$ cat src/rtl/cti_pkg.sv
package cti_pkg;
  typedef enum logic [1:0] {
    GRP_CTL  = 2'd0,
    GRP_INM  = 2'd1,
    GRP_OUTM = 2'd2,
    GRP_RSV  = 2'd3
  } grp_e;

  localparam int CTL_IDX_ENABLE = 0;
  localparam int CTL_IDX_ACK    = 1;
  localparam int CTL_IDX_PULSE  = 2;
endpackage

$ cat src/rtl/cti_regs.sv
module cti_regs
  import cti_pkg::*;
#(
  parameter int NUM_CH = 4,
  parameter int N_IN   = 2,
  parameter int N_OUT  = 2,
  parameter int IDX_W  = 2,
  parameter int DATA_W = 8
) (
  input  logic                          clk,
  input  logic                          rst_n,
  input  logic                          we,
  input  logic [IDX_W+1:0]              addr,
  input  logic [DATA_W-1:0]             wdata,
  output logic [DATA_W-1:0]             rdata,
  output logic                          enable,
  output logic [N_IN-1:0][NUM_CH-1:0]   in_mask,
  output logic [N_OUT-1:0][NUM_CH-1:0]  out_mask,
  output logic [N_OUT-1:0]              ack_strobe,
  output logic [NUM_CH-1:0]             app_pulse
);
  localparam int ADDR_W = IDX_W + 2;

  grp_e             grp;
  logic [IDX_W-1:0] idx;

  assign grp = grp_e'(addr[ADDR_W-1 -: 2]);
  assign idx = addr[IDX_W-1:0];

  always_ff @(posedge clk) begin
    if (!rst_n) begin
      enable    <= 1'b0;
      in_mask   <= '0;
      out_mask  <= '0;
      app_pulse <= '0;
    end else begin
      app_pulse <= '0;
      if (we) begin
        case (grp)
          GRP_CTL: begin
            if (idx == IDX_W'(CTL_IDX_ENABLE)) enable <= wdata[0];
            if (idx == IDX_W'(CTL_IDX_PULSE))  app_pulse <= wdata[NUM_CH-1:0];
          end
          GRP_INM: begin
            for (int i = 0; i < N_IN; i++)
              if (idx == IDX_W'(i)) in_mask[i] <= wdata[NUM_CH-1:0];
          end
          GRP_OUTM: begin
            for (int n = 0; n < N_OUT; n++)
              if (idx == IDX_W'(n)) out_mask[n] <= wdata[NUM_CH-1:0];
          end
          default: ;
        endcase
      end
    end
  end

  always_comb begin
    ack_strobe = '0;
    if (we && grp == GRP_CTL && idx == IDX_W'(CTL_IDX_ACK))
      ack_strobe = wdata[N_OUT-1:0];
  end

  always_comb begin
    rdata = '0;
    case (grp)
      GRP_CTL: begin
        if (idx == IDX_W'(CTL_IDX_ENABLE)) rdata[0] = enable;
      end
      GRP_INM: begin
        for (int i = 0; i < N_IN; i++)
          if (idx == IDX_W'(i)) rdata[NUM_CH-1:0] = in_mask[i];
      end
      GRP_OUTM: begin
        for (int n = 0; n < N_OUT; n++)
          if (idx == IDX_W'(n)) rdata[NUM_CH-1:0] = out_mask[n];
      end
      default: ;
    endcase
  end
endmodule

$ cat src/rtl/cti_route.sv
module cti_route #(
  parameter int NUM_CH = 4,
  parameter int N_IN   = 2,
  parameter int N_OUT  = 2
) (
  input  logic                          enable,
  input  logic [N_IN-1:0]               trig_in,
  input  logic [N_IN-1:0][NUM_CH-1:0]   in_mask,
  input  logic [N_OUT-1:0][NUM_CH-1:0]  out_mask,
  input  logic [NUM_CH-1:0]             app_pulse,
  input  logic [NUM_CH-1:0]             ch_in,
  output logic [NUM_CH-1:0]             ch_out,
  output logic [N_OUT-1:0]              hit
);
  logic [NUM_CH-1:0] gathered;
  logic [NUM_CH-1:0] live;

  always_comb begin
    gathered = '0;
    for (int i = 0; i < N_IN; i++)
      gathered = gathered | (in_mask[i] & {NUM_CH{trig_in[i]}});
    ch_out = enable ? (gathered | app_pulse) : '0;
  end

  always_comb begin
    live = enable ? (ch_in | app_pulse) : '0;
    for (int n = 0; n < N_OUT; n++)
      hit[n] = |(live & out_mask[n]);
  end
endmodule

$ cat src/rtl/cti_outstage.sv
module cti_outstage #(
  parameter int               N_OUT       = 2,
  parameter logic [N_OUT-1:0] OUT_LATCHED = 'b1
) (
  input  logic             clk,
  input  logic             rst_n,
  input  logic [N_OUT-1:0] hit,
  input  logic [N_OUT-1:0] ack,
  output logic [N_OUT-1:0] trig_out
);
  for (genvar n = 0; n < N_OUT; n++) begin : g_out
    logic q;
    if (OUT_LATCHED[n]) begin : g_latch
      always_ff @(posedge clk) begin
        if (!rst_n) q <= 1'b0;
        else        q <= hit[n] | (q & ~ack[n]);
      end
    end else begin : g_pass
      always_ff @(posedge clk) begin
        if (!rst_n) q <= 1'b0;
        else        q <= hit[n];
      end
    end
    assign trig_out[n] = q;
  end
endmodule

$ cat src/rtl/cti_xtrig.sv
module cti_xtrig #(
  parameter int                    NUM_CH      = 4,
  parameter int                    N_TRIG_IN   = 2,
  parameter int                    N_TRIG_OUT  = 2,
  parameter int                    IDX_W       = 2,
  parameter int                    DATA_W      = 8,
  parameter logic [N_TRIG_OUT-1:0] OUT_LATCHED = 'b1
) (
  input  logic                  clk,
  input  logic                  rst_n,
  input  logic                  reg_we,
  input  logic [IDX_W+1:0]      reg_addr,
  input  logic [DATA_W-1:0]     reg_wdata,
  output logic [DATA_W-1:0]     reg_rdata,
  input  logic [N_TRIG_IN-1:0]  trig_in,
  output logic [N_TRIG_OUT-1:0] trig_out,
  input  logic [NUM_CH-1:0]     ch_in,
  output logic [NUM_CH-1:0]     ch_out
);
  logic                                ctl_enable;
  logic [N_TRIG_IN-1:0][NUM_CH-1:0]    in_mask;
  logic [N_TRIG_OUT-1:0][NUM_CH-1:0]   out_mask;
  logic [N_TRIG_OUT-1:0]               ack_strobe;
  logic [NUM_CH-1:0]                   app_pulse;
  logic [N_TRIG_OUT-1:0]               route_hit;

  cti_regs #(
    .NUM_CH(NUM_CH), .N_IN(N_TRIG_IN), .N_OUT(N_TRIG_OUT),
    .IDX_W(IDX_W), .DATA_W(DATA_W)
  ) u_regs (
    .clk(clk), .rst_n(rst_n), .we(reg_we), .addr(reg_addr),
    .wdata(reg_wdata), .rdata(reg_rdata), .enable(ctl_enable),
    .in_mask(in_mask), .out_mask(out_mask), .ack_strobe(ack_strobe),
    .app_pulse(app_pulse)
  );

  cti_route #(
    .NUM_CH(NUM_CH), .N_IN(N_TRIG_IN), .N_OUT(N_TRIG_OUT)
  ) u_route (
    .enable(ctl_enable), .trig_in(trig_in), .in_mask(in_mask),
    .out_mask(out_mask), .app_pulse(app_pulse), .ch_in(ch_in),
    .ch_out(ch_out), .hit(route_hit)
  );

  cti_outstage #(
    .N_OUT(N_TRIG_OUT), .OUT_LATCHED(OUT_LATCHED)
  ) u_out (
    .clk(clk), .rst_n(rst_n), .hit(route_hit), .ack(ack_strobe),
    .trig_out(trig_out)
  );
endmodule

$ cat config.mk
export PLATFORM = sky130hd
export DESIGN_NAME = cti_xtrig
export DESIGN_NICKNAME = d
export VERILOG_FILES = /design/src/rtl/cti_pkg.sv /design/src/rtl/cti_regs.sv /design/src/rtl/cti_route.sv /design/src/rtl/cti_outstage.sv /design/src/rtl/cti_xtrig.sv
export SDC_FILE = /design/constraint.sdc
export NUM_CORES = 1
export LEC_CHECK = 0
export ABC_AREA = 1
export CORE_ASPECT_RATIO = 1.5
export CORE_MARGIN = 4
export CORE_UTILIZATION = 35
export CTS_CLUSTER_DIAMETER = 40
export DETAILED_ROUTE_END_ITERATION = 12
export GPL_ROUTABILITY_DRIVEN = 1
export PLACE_DENSITY = 0.71
export SETUP_SLACK_MARGIN = 0.05
export SLEW_MARGIN = 40
export SYNTH_ARGS = -nofsm -noshare
export SYNTH_HDL_FRONTEND = slang
export SYNTH_HIERARCHICAL = 1
export SYNTH_SLANG_ARGS = --single-unit
$ cat constraint.sdc
create_clock -name clk -period 1 [get_ports clk]
set_input_delay 0.2 -clock clk [delete_from_list [all_inputs] [get_ports clk]]
set_output_delay 0.2 -clock clk [all_outputs]
set_load 0.005 [all_outputs]
==> impl_metrics.ini, run 1 <==
[global_route]
grt_usage_pct = 19.16
grt_max_degree = 14
grt_pass1_wl_mm = 7.438
grt_remaining_overflow = 0
antenna_found_initial = 0
grt_pass1_vias = 1631

[sta]
final-max-slew-violation-count = 0
setup_ws_ps = -338.4
setup_violations = 9
rsz0062_at_grt = true
fin_crit_sh_pct = 133.8
finalHoldViolations = 0
max_freq_mhz = 747.1
hold_slack_ps = 310.9
fin_crit_ps = 1338
fin_skew_ps = 5.760
setup_tns_ps = -2208

[clock_tree]
cts_buffers = 3
clk_latency_ps = 270
cts_max_path_buffers = 2
ctsRootBufferMaster = clkbuf_8
ctsHtreeMaxLevel = 1
clk_pin_slew_ps = 90
cts_tree = yes
hold_buffers = 0
cts.sinks = 23

[cells_and_area]
fillCellCount = 356
layout.nets = 318
areaGrowthSynthToFinish_pct = 73.49
seq_area_sq_um = 476.7
multi_input_area_sq_um = 982.2
final_util_pct = 62.18
drive_gt1_share_pct = 52.05
antenna_cells = 0
fin_cells = 337

[setup_path]
cp_cell_sequence = buf_6 -> nand3_2 -> nand2_2 -> nand2_2 -> a21oi_2 -> buf_2
cp_top_family = flip-flops
critPathKind = flip-flop to output port
cpMaxStageDelayCell = dfxtp_2
worstPathArrival_ps = 1140
cp-start-kind = flip-flop
slowest_delay_ps = 350
path_buf_inv = 2
worst_setup_path_end_kind = output port
crit_path_frequent_cell = nand2_2
required_ps = 800
critPathMaxFanout = 2

[power]
seqPwrFrac_pct = 47.9
switchingPower_mw = 0.5411
swShare_pct = 27.78
internal-power_mw = 1.407
p_leak_nw = 1.163
ir_drop_v = 0.0006564
powerDensity_nw_per_um2 = 798.3
pwr-share-comb_pct = 22.2
power.clock.fraction_pct = 29.9

[floorplan]
floorplan.rows = 28
die_y_um = 85.64
die_w_um = 59.76
core_area_sq_um = 3924
start_util_pct = 35.84
dieArea_sq_um = 5117
ios = 35

[status]
violations = negative setup slack
status = finished, violations left

[drt]
via_per_inst = 5.122
wl_mm = 4.955
drcViolationCount = 0
dr_total_vias = 1726
routedWlPerCell_um = 14.70
dr.pass1.iters = 4
postRouteAntennaNets = 0
drt_iter0_markers = 81

[synth]
synth_area_per_cell_sq_um = 6.481
syn_inst = 217
ys.warnings.count = 6
synth_area_sq_um = 1406

[placed_design]
place_hpwl_mm = 3.262
port_buffers = 26
place_inst = 317
gp_congestion = 0.8626

[min_path]
hold_class = primary input to flip-flop

[job]
drv_cap = 0
-- layer usage --
layer / GRT usage (%) / share of wire (%) / vias to the layer above
met5: 0 / 0 / -
met4: 8.669 / 4.3 / 0
met3: 3.163 / 5.8 / 18
met2: 35.63 / 55 / 79
met1: 19.93 / 35 / 791
li1: - / - / 838
-- flip-flops by register name, summed over array words and instances, names as in the netlist --
register          cells
u_regs/in_mask        8
u_out/g_out.q         2
u_regs/enable         1
u_regs/out_mask       8
u_regs/app_pulse      4
-- final timing paths --
path	startpoint	end	slack [ps]	cells after the start
max	u_regs/in_mask[7]	reg_rdata[3]	-340	6
min	reg_wdata[1]	u_regs/app_pulse[1]	310	3
max reg2reg	u_regs/enable	u_out/g_out[0].q	-20	8
min reg2reg	u_regs/in_mask[3]	u_regs/in_mask[3]	520	2
-- final cells by class --
| class | count | share of cell area, % |
|---|---|---|
| inverter | 33 | 5.385 |
| tap | 45 | 2.308 |
| clock inverter | 1 | 0.2051 |
| multi-input combinational | 148 | 40.26 |
| sequential | 23 | 19.54 |
| timing repair buffer | 84 | 30.62 |
| clock buffer | 3 | 1.692 |
-- through the flow --
step / total power [mW] / instance area (sq um) / setup slack, ps
finish: 1.948 / 2440 / -338.4
global route: 2.027 / 2440 / -398.4
CTS: 1.898 / 2197 / -344.4
detailed placement: 1.269 / 1962 / -1113
global placement: 1.266 / 1962 / -1112
floorplan: 1.110 / 1468 / 4.521
-- what timing repair did --
action                     CTS  global route
setup buffers                9             8
pin swaps                   18            36
cloned                       1             0
setup endpoints to repair   33            27
gates resized for setup    116            57
-- power groups by stage --
stage	logic (mW)	clock network, mW	registers (mW)
after floorplan	0.159	0	0.951
after global placement	0.313	0	0.952
after detailed placement	0.317	0	0.952
after CTS	0.368	0.598	0.931
after global routing	0.459	0.635	0.933
final	0.433	0.583	0.932
-- cells in the final DEF (no fill, tap or decap), types with 12 or more instances in the layout --
master,instances
nand2_1,51
buf_4,34
buf_6,26
inv_1,22
nand4_1,18
nand2_2,15
nand3_2,14
dfxtp_2,13
a21oi_1,12
-- worst reg2reg max path, stage by stage (launching register included) --
cell     delay [ps]
dfxtp_2         350
buf_6           120
buf_6           120
nand3_2          60
nand2_1          80
inv_1            40
nand2_1          70
inv_2            30
a21oi_2          90
Note: power is estimated with default switching activity, not from simulation.
==> run 2, diff against run 1 <==
CTS_BUF_LIST = sky130_fd_sc_hd__clkbuf_8   (was unset)
SLEW_MARGIN = unset   (was 40)
==> results of run 2 <==
The final DEF is identical to that of run 1; final timing and power are the same.
